**src/rtl/idro_pkg.sv**
```systemverilog
package idro_pkg;

  typedef enum logic [1:0] {
    LEN_FULL    = 2'd0,
    LEN_3QUART  = 2'd1,
    LEN_HALF    = 2'd2,
    LEN_QUARTER = 2'd3
  } len_sel_e;

  localparam int RATE_SEL_W = 4;
  localparam int LEN_SEL_W  = 2;

endpackage

```
**src/rtl/idro_rate_div.sv**
```systemverilog
module idro_rate_div #(
  parameter int CNT_W = 9
) (
  input  logic                           clk,
  input  logic                           clr,
  input  logic [idro_pkg::RATE_SEL_W-1:0] rate_sel,
  output logic                           start_o,
  output logic                           end_o
);

  logic [CNT_W-1:0] div_d;
  logic [CNT_W-1:0] div_q;
  logic [CNT_W-1:0] cnt_q;

  always_comb begin
    case (rate_sel)
      4'd0:    div_d = CNT_W'(8);
      4'd1:    div_d = CNT_W'(16);
      4'd2:    div_d = CNT_W'(32);
      4'd3:    div_d = CNT_W'(40);
      4'd4:    div_d = CNT_W'(50);
      4'd5:    div_d = CNT_W'(64);
      4'd6:    div_d = CNT_W'(80);
      4'd7:    div_d = CNT_W'(100);
      4'd8:    div_d = CNT_W'(128);
      default: div_d = CNT_W'(256);
    endcase
  end

  assign start_o = (cnt_q == '0);
  assign end_o   = (cnt_q == div_q - 1'b1);

  always_ff @(posedge clk) begin
    if (clr) begin
      cnt_q <= '0;
      div_q <= div_d;
    end else if (end_o) begin
      cnt_q <= '0;
      div_q <= div_d;
    end else begin
      cnt_q <= cnt_q + 1'b1;
    end
  end

  // the period counter never passes the active divisor
  p_cnt_below_div_r4: assert property (@(posedge clk) disable iff (clr)
    cnt_q < div_q);

  // the divisor is only reloaded at a bit boundary
  p_div_held_mid_bit_r8: assert property (@(posedge clk) disable iff (clr)
    !end_o |=> $stable(div_q));

endmodule

```
**src/rtl/idro_addr_ctr.sv**
```systemverilog
module idro_addr_ctr #(
  parameter int CODE_BITS = 128,
  parameter int ADDR_W    = $clog2(CODE_BITS)
) (
  input  logic                          clk,
  input  logic                          clr,
  input  logic [idro_pkg::LEN_SEL_W-1:0] len_sel,
  input  logic                          step,
  output logic [ADDR_W-1:0]             addr_o
);

  localparam int LEN_W = ADDR_W + 1;

  logic [LEN_W-1:0]  len_d;
  logic [LEN_W-1:0]  len_q;
  logic [ADDR_W-1:0] addr_q;
  logic              last;

  always_comb begin
    case (idro_pkg::len_sel_e'(len_sel))
      idro_pkg::LEN_FULL:   len_d = LEN_W'(CODE_BITS);
      idro_pkg::LEN_3QUART: len_d = LEN_W'((CODE_BITS * 3) / 4);
      idro_pkg::LEN_HALF:   len_d = LEN_W'(CODE_BITS / 2);
      default:              len_d = LEN_W'(CODE_BITS / 4);
    endcase
  end

  assign last   = ({1'b0, addr_q} == len_q - 1'b1);
  assign addr_o = addr_q;

  always_ff @(posedge clk) begin
    if (clr) begin
      addr_q <= '0;
      len_q  <= len_d;
    end else if (step) begin
      if (last) begin
        addr_q <= '0;
        len_q  <= len_d;
      end else begin
        addr_q <= addr_q + 1'b1;
      end
    end
  end

  // the address stays inside the active frame
  p_addr_in_frame_r2: assert property (@(posedge clk) disable iff (clr)
    {1'b0, addr_q} < len_q);

  // stepping past the last bit returns to address 0
  p_wrap_to_zero_r3: assert property (@(posedge clk) disable iff (clr)
    (step && last) |=> (addr_q == '0));

  // the frame length only changes at a frame boundary
  p_len_held_mid_frame_r9: assert property (@(posedge clk) disable iff (clr)
    !(step && last) |=> $stable(len_q));

endmodule

```
**src/rtl/idro_code_rom.sv**
```systemverilog
module idro_code_rom #(
  parameter int                   ROWS      = 8,
  parameter int                   COLS      = 16,
  parameter int                   CODE_BITS = ROWS * COLS,
  parameter int                   ADDR_W    = $clog2(CODE_BITS),
  parameter logic [CODE_BITS-1:0] CODE      = '0
) (
  input  logic [ADDR_W-1:0] addr,
  output logic              bit_o
);

  localparam int ROW_W = (ROWS > 1) ? $clog2(ROWS) : 1;
  localparam int COL_W = $clog2(COLS);

  logic [COLS-1:0]  row_word [ROWS];
  logic [ROW_W-1:0] row_idx;
  logic [COL_W-1:0] col_idx;

  for (genvar r = 0; r < ROWS; r++) begin : g_row
    assign row_word[r] = CODE[r*COLS +: COLS];
  end

  assign row_idx = ROW_W'(addr >> COL_W);
  assign col_idx = addr[COL_W-1:0];
  assign bit_o   = row_word[row_idx][col_idx];

endmodule

```
**src/rtl/idro_seq.sv**
```systemverilog
module idro_seq #(
  parameter int                   ROWS      = 8,
  parameter int                   COLS      = 16,
  parameter int                   CODE_BITS = ROWS * COLS,
  parameter int                   CNT_W     = 9,
  parameter logic [CODE_BITS-1:0] CODE      = {CODE_BITS{1'b0}}
) (
  input  logic       rf_clk,
  input  logic       field_on,
  input  logic [1:0] len_sel,
  input  logic [3:0] rate_sel,
  output logic       data_o,
  output logic       bit_stb_o,
  output logic       sof_o
);

  localparam int ADDR_W = $clog2(CODE_BITS);

  logic              clr;
  logic              bit_start;
  logic              bit_end;
  logic [ADDR_W-1:0] addr;
  logic              rom_bit;

  assign clr = ~field_on;

  idro_rate_div #(.CNT_W(CNT_W)) u_div (
    .clk      (rf_clk),
    .clr      (clr),
    .rate_sel (rate_sel),
    .start_o  (bit_start),
    .end_o    (bit_end)
  );

  idro_addr_ctr #(.CODE_BITS(CODE_BITS), .ADDR_W(ADDR_W)) u_addr (
    .clk     (rf_clk),
    .clr     (clr),
    .len_sel (len_sel),
    .step    (bit_end),
    .addr_o  (addr)
  );

  idro_code_rom #(
    .ROWS(ROWS), .COLS(COLS), .CODE_BITS(CODE_BITS),
    .ADDR_W(ADDR_W), .CODE(CODE)
  ) u_rom (
    .addr  (addr),
    .bit_o (rom_bit)
  );

  always_ff @(posedge rf_clk) begin
    if (clr) begin
      data_o    <= 1'b0;
      bit_stb_o <= 1'b0;
      sof_o     <= 1'b0;
    end else begin
      bit_stb_o <= bit_start;
      sof_o     <= bit_start && (addr == '0);
      if (bit_start) data_o <= rom_bit;
    end
  end

  // a frame start is always a bit start
  p_sof_with_stb_r6: assert property (@(posedge rf_clk) disable iff (clr)
    sof_o |-> bit_stb_o);

  // data only moves in a strobe cycle
  p_hold_between_stb_r5: assert property (@(posedge rf_clk) disable iff (clr)
    ($past(field_on) && !bit_stb_o) |-> $stable(data_o));

  // field release starts a fresh frame on the first edge
  p_start_bit0_r7: assert property (@(posedge rf_clk) disable iff (clr)
    !$past(field_on) |=> (sof_o && bit_stb_o));

endmodule

```
**config.mk**
```make
export PLATFORM = sky130hd
export DESIGN_NAME = idro_seq
export DESIGN_NICKNAME = d
export VERILOG_FILES = /design/src/rtl/idro_pkg.sv /design/src/rtl/idro_rate_div.sv /design/src/rtl/idro_addr_ctr.sv /design/src/rtl/idro_code_rom.sv /design/src/rtl/idro_seq.sv
export SDC_FILE = /design/constraint.sdc
export NUM_CORES = 1
export LEC_CHECK = 0
export BUFFER_PORTS_ARGS = -buffer_cell sky130_fd_sc_hd__buf_2
export CELL_PAD_IN_SITES_DETAIL_PLACEMENT = 1
export CELL_PAD_IN_SITES_GLOBAL_PLACEMENT = 2
export CORE_MARGIN = 4
export CORE_UTILIZATION = 38
export DETAILED_ROUTE_END_ITERATION = 6
export PLACE_DENSITY_LB_ADDON = 0.08
export SLEW_MARGIN = 10
export SYNTH_ARGS = -nofsm -noshare
export SYNTH_HDL_FRONTEND = slang
export SYNTH_SLANG_ARGS = --single-unit
```
**constraint.sdc**
```tcl
create_clock -name rf_clk -period 3.67 [get_ports rf_clk]
set_clock_uncertainty 0.1 [all_clocks]
set_input_delay 0.5505 -clock rf_clk [delete_from_list [all_inputs] [get_ports rf_clk]]
set_output_delay 0.5505 -clock rf_clk [all_outputs]
set_load 0.05 [all_outputs]
```
# Word-level counts from Yosys, hierarchy flattened

Memory sizes are Yosys's and may differ from the RTL's.
Cells that the tools add are included.

Memories kept: 2
Output and inout bits: 3
ROM bits: 256
Flip-flop bits (word level): 36
Word-level logic and storage cells: 40

Equal/unequal tests: 6
Order comparisons: 2
Reduce and logical (&&, ||, !) cells: 6
Muxes and demuxes: 11
Add/subtract/negate cells: 4
Bitwise logic cells: 2

Memory list:

| name             | depth | width | rd ports | clocked after memory_dff | wr ports | line                | text |
|---|---|---|---|---|---|---|---|
| (name not given) | 8     | 16    | 1        | 0                        | 0        | idro_code_rom.sv:25 | `assign bit_o = row_word[row_idx][col_idx];` |
| (name not given) | 16    | 8     | 1        | 0                        | 0        | idro_rate_div.sv:16 | `case (rate_sel)` |

Operator list:

| cell                  | number |
|---|---|
| $mux W16              | 2 |
| $mux W8               | 3 |
| $pmux W8 S3           | 1 |
| $mux W9               | 2 |
| $add A9 B1 Y9 const B | 1 |
| $eq A9 B9 Y1          | 1 |
| $logic_not A9 Y1      | 1 |
| $sub A9 B1 Y9 const B | 1 |
| $eq A7 B8 Y1          | 1 |
| $sub A8 B1 Y8 const B | 1 |
| $add A7 B1 Y7 const B | 1 |
| $logic_not A7 Y1      | 1 |
| $mux W7               | 1 |
| $lt A4 B5 Y1 const B  | 1 |
| $bmux W1 S4           | 1 |
| $ge A4 B4 Y1 const B  | 1 |
| $ne A2 B1 Y1 const B  | 2 |
| $not A3 Y4            | 1 |
| $eq A2 B1 Y1 const B  | 1 |
| $eq A2 B2 Y1 const B  | 1 |
| $logic_not A2 Y1      | 1 |
| $reduce_and A2 Y1     | 1 |
| $reduce_or A2 Y1      | 1 |
| $logic_and A1 B1 Y1   | 1 |
| 2 further kinds       | 2 |

# Longest topological paths before layout

Word-level depth: 6
Gate-level depth with buffers: 9
Mapped depth without buffers: 8

# By module

From an unflattened synthesis, not the netlist that was laid out.

Cell total of the unflattened synthesis: 170
Area total of the unflattened synthesis: 1714.1 um^2

Modules (own cells, without submodules):

| module        | sequential area each (um^2) | cells an instance | area an instance (um^2) | times used |
|---|---|---|---|---|
| idro_rate_div | 420.4                       | 107               | 1054.8                  | 1 |
| idro_addr_ctr | 230.2                       | 51                | 546.8                   | 1 |
| idro_seq      | 60.1                        | 10                | 101.3                   | 1 |
| idro_code_rom | 0.0                         | 2                 | 11.3                    | 1 |

# Worst setup path after synthesis

OpenSTA, ideal clock, no wires.

Path type: register -> register
Start point: register u_div.div_q[1]
End point: register u_div.div_q[1] (enable)
Required time: 3196 ps
Slack: 1014 ps
Path buffers: 1
Data arrival time: 2182 ps
Stages on the path, launching flop included: 9
Cells stage by stage: edfxtp_1 > inv_1 > ha_1 > xnor2_1 > a21oi_1 > o2111ai_1 > or4_4 > clkbuf_1 > o21ai_2

Word-level cells in the longest chain between the ends: 3

RTL lines:

| item                          | line                | text |
|---|---|---|
| start: declaration            | idro_rate_div.sv:12 | `logic [CNT_W-1:0] div_q;` |
| start signal: assignment      | idro_rate_div.sv:36 | `div_q <= div_d;` |
| start signal: assignment      | idro_rate_div.sv:39 | `div_q <= div_d;` |
| $sub A9 B1 Y9                 | idro_rate_div.sv:31 | `assign end_o = (cnt_q == div_q - 1'b1);` |
| $eq A9 B9 Y1                  | idro_rate_div.sv:31 |  |
| $ne A2 B1 Y1 (no source line) | n/a                 |  |

No other way between the ends.
A chain may end at the register's enable or synchronous reset.

# Worst setup path in the final report

Start point: register u_div.div_q[1]
End point: register u_div.div_q[7] (enable)

The elaborated chain is that of the path after synthesis.

==> results.sh <==
export IMPL_status="complete, no violations"
export IMPL_routed_via_count=1290
export IMPL_grt_setup_unrepaired="false"
export IMPL_cts_tree="yes"
export IMPL_swShare_pct=25.3
export IMPL_synth_async_reset_ratio_pct=0
export IMPL_synth_main_ff_cell="dfxtp_1"
export IMPL_syn_nets=197
export IMPL_ys_warn_count=0
export IMPL_p_leak_uw=0.000744
export IMPL_die_w_um=74.1
export IMPL_p_clk_share_pct=42.7
export IMPL_hold_violations=0
export IMPL_row_count=23
export IMPL_clock_sinks=29
export IMPL_antennaDiodeCount=0
export IMPL_netlist_area_mm2=0.00166
export IMPL_drive_gt1_share_pct=11.1
export IMPL_viasPerCell=5.38
export IMPL_remaining_drc_errors=0
export IMPL_holdBufCountCts=0
export IMPL_cts_setup_buffers=0
export IMPL_ant_nets=0
export IMPL_post_dp_cell_area_mm2=0.00176
export IMPL_ios=11
export IMPL_htreeDepth=2
export IMPL_switching_power_uw=197
export IMPL_grt_max_degree=17
export IMPL_area_growth_pct=12.4
export IMPL_start_util_pct=40.3
export IMPL_postLayoutCoreUtil_pct=45.4
export IMPL_grt_pass1_vias=1337
export IMPL_wire_per_inst_um=15.4
export IMPL_critPathCaptureType="flop"
export IMPL_grt_usage_pct=16.0
export IMPL_gp_congestion=0.761
export IMPL_synth_seq_cells=29
export IMPL_core_area_mm2=0.00412
export IMPL_post_cts_resized=0
export IMPL_p_comb_share_pct=10.8
export IMPL_drt_wl_total_um=3700
export IMPL_die_area_mm2=0.00549
export IMPL_start_kind="flop"
export IMPL_drv_cap=0
export IMPL_ir_drop_mv=0.147
export IMPL_power_internal_uw=579
export IMPL_cts_buffer_depth=2
export IMPL_critPathMaxFanout=16
export IMPL_die_h_um=74.1
export IMPL_drtIter0Drc=47
export IMPL_synth_edf_count=11
export IMPL_place_hpwl_um=2900
export IMPL_root_buffer="clkbuf_8"
export IMPL_cp_required_ns=3.49
export IMPL_finalSetupTns_ns=0
export IMPL_fmax_mhz=358
export IMPL_synthCells=176
export IMPL_drv_slew=0
export IMPL_antenna_found_initial=0
export IMPL_cts_made_buffers=5
export IMPL_timing_final_crit_share_pct=76.2
export IMPL_final_net_count=210
export IMPL_period_minus_slack_ns=2.80
export IMPL_p_per_area_mw_per_mm2=416
export IMPL_drt_pass1_iterations=4
export IMPL_grt_pass1_wl_um=6560
export IMPL_postSynthAreaPerCell_um2=9.43
export IMPL_port_buffers=9
export IMPL_finalSetupViolations=0
export IMPL_worst_pin_slew_ns=0.734
export IMPL_crit_arrival_ns=2.62
export IMPL_insertion_delay_ns=0.29
export IMPL_grt_overflow=0
export IMPL_seq_area_frac_synth_pct=41.6
export IMPL_path_class="reg2reg"
export IMPL_path_clk_slew_ns=0.07
export IMPL_synthDistinctLibCells=39
export IMPL_hold_path_class="reg2reg"
export IMPL_sequentialPowerShare_pct=46.5
export IMPL_design_area_mm2=0.00187
export IMPL_max_slew_margin_pct=51.1
-- cells in the mapped netlist, types with 2 or more instances --
| cell | count | area share, % |
|---|---|---|
| o21ai_1 | 3 | 0.90 |
| a211oi_1 | 2 | 0.90 |
| xor2_1 | 9 | 4.7 |
| ha_1 | 13 | 9.8 |
| clkbuf_1 | 3 | 0.68 |
| and3_1 | 5 | 1.9 |
| o31ai_1 | 3 | 1.4 |
| a21oi_1 | 6 | 1.8 |
| and4b_1 | 2 | 1.2 |
| nand2b_1 | 4 | 1.5 |
| nor2_1 | 16 | 3.6 |
| nand2_1 | 8 | 1.8 |
| nand3_1 | 8 | 2.4 |
| dfxtp_1 | 18 | 22 |
| edfxtp_1 | 11 | 20 |
| nor4_1 | 6 | 2.3 |
| xnor2_1 | 12 | 6.3 |
| o21ai_0 | 3 | 0.90 |
| inv_1 | 15 | 3.4 |
| nor3_1 | 7 | 2.1 |
| or4_1 | 4 | 1.8 |
-- state kept, by name (all words and copies together), names as in the netlist --
name,flops
u_div.cnt_q,9
u_div.div_q,8
u_addr.addr_o,7
u_addr.len_q,3
bit_stb_o,1
sof_o,1
-- cells by family (layout without fill, tap and decap cells) --
| logic type | after synthesis | count (layout) | share of synthesized area, % |
|---|---|---|---|
| AOI/OAI and AO/OA | 24 | 24 | 10.0 |
| xor gates and xnor gates | 21 | 21 | 11.1 |
| adders and majority gates | 13 | 13 | 9.80 |
| buffers and inverters | 19 | 33 | 4.52 |
| DFF | 29 | 29 | 41.6 |
| other | 1 | 1 | 0.226 |
| and+or+nand+nor | 69 | 69 | 22.8 |
-- area by class of cell --
type                       count  area (um2)
timing repair buffer          10        52.6
sequential                    29         691
multi-input combinational    128         895
inverter                      15        56.3
clock inverter                 3        41.3
clock buffer                   5        68.8
tap                           50        62.6
fill                         479        2250
-- layout by cell type, fill, tap and decap left out, types with 7 or more instances in the layout --
cell type  netlist  routed
buf_2            0       9
nand3_1          8       8
dfxtp_1         18      18
edfxtp_1        11      11
ha_1            13      13
xnor2_1         12      12
xor2_1           9       9
nor2_1          16      16
inv_1           15      15
nand2_1          8       8
nor3_1           7       7
-- critical path, stage by stage (launching register included) --
cell	delay, ns
edfxtp_1	0.42
inv_1	0.06
ha_1	0.26
xnor2_1	0.16
a21oi_1	0.15
o2111ai_1	0.12
or4_4	0.53
o21ai_2	0.62
-- path summary, 6_finish.rpt --
check | startpoint | end | slack, ns | depth (start not counted)
min | u_addr.addr_o[1] | u_addr.addr_o[1] | 0.43 | 2
min reg2reg | u_addr.addr_o[1] | u_addr.addr_o[1] | 0.43 | 2
max reg2reg | u_div.div_q[1] | u_div.div_q[7] | 0.87 | 7
max | u_div.div_q[1] | u_div.div_q[7] | 0.87 | 7
-- metal layers --
| metal | up-vias | routed length (um) | global-route usage [%] |
|---|---|---|---|
| met5 | - | 0 | 0 |
| met4 | 0 | 45 | 7.85 |
| met3 | 4 | 123 | 4.59 |
| met2 | 18 | 1730 | 23.3 |
| met1 | 623 | 1810 | 21.6 |
| li1 | 645 | - | - |
-- per-stage QoR --
stage / std cells / hold slack (ns) / setup slack, ns / total power, uW
2_1_floorplan: 176 / 0.361 / 1.01 / 426
3_3_place_gp: 232 / 0.410 / 0.945 / 448
3_5_place_dp: 232 / 0.421 / 0.836 / 454
4_1_cts: 240 / 0.427 / 0.828 / 788
5_1_grt: 240 / 0.475 / 0.658 / 813
6_report: 240 / 0.431 / 0.873 / 776
-- power by group through the flow --
stage | clock network [uW] | registers [uW] | logic, uW
finish | 331 | 361 | 83.8
detailed placement | 0 | 369 | 84.9
global placement | 0 | 368 | 80.2
CTS | 342 | 361 | 85.0
global route | 355 | 363 | 95.0
floorplan | 0 | 373 | 53.5
Note: power is estimated with default switching activity, not from simulation.
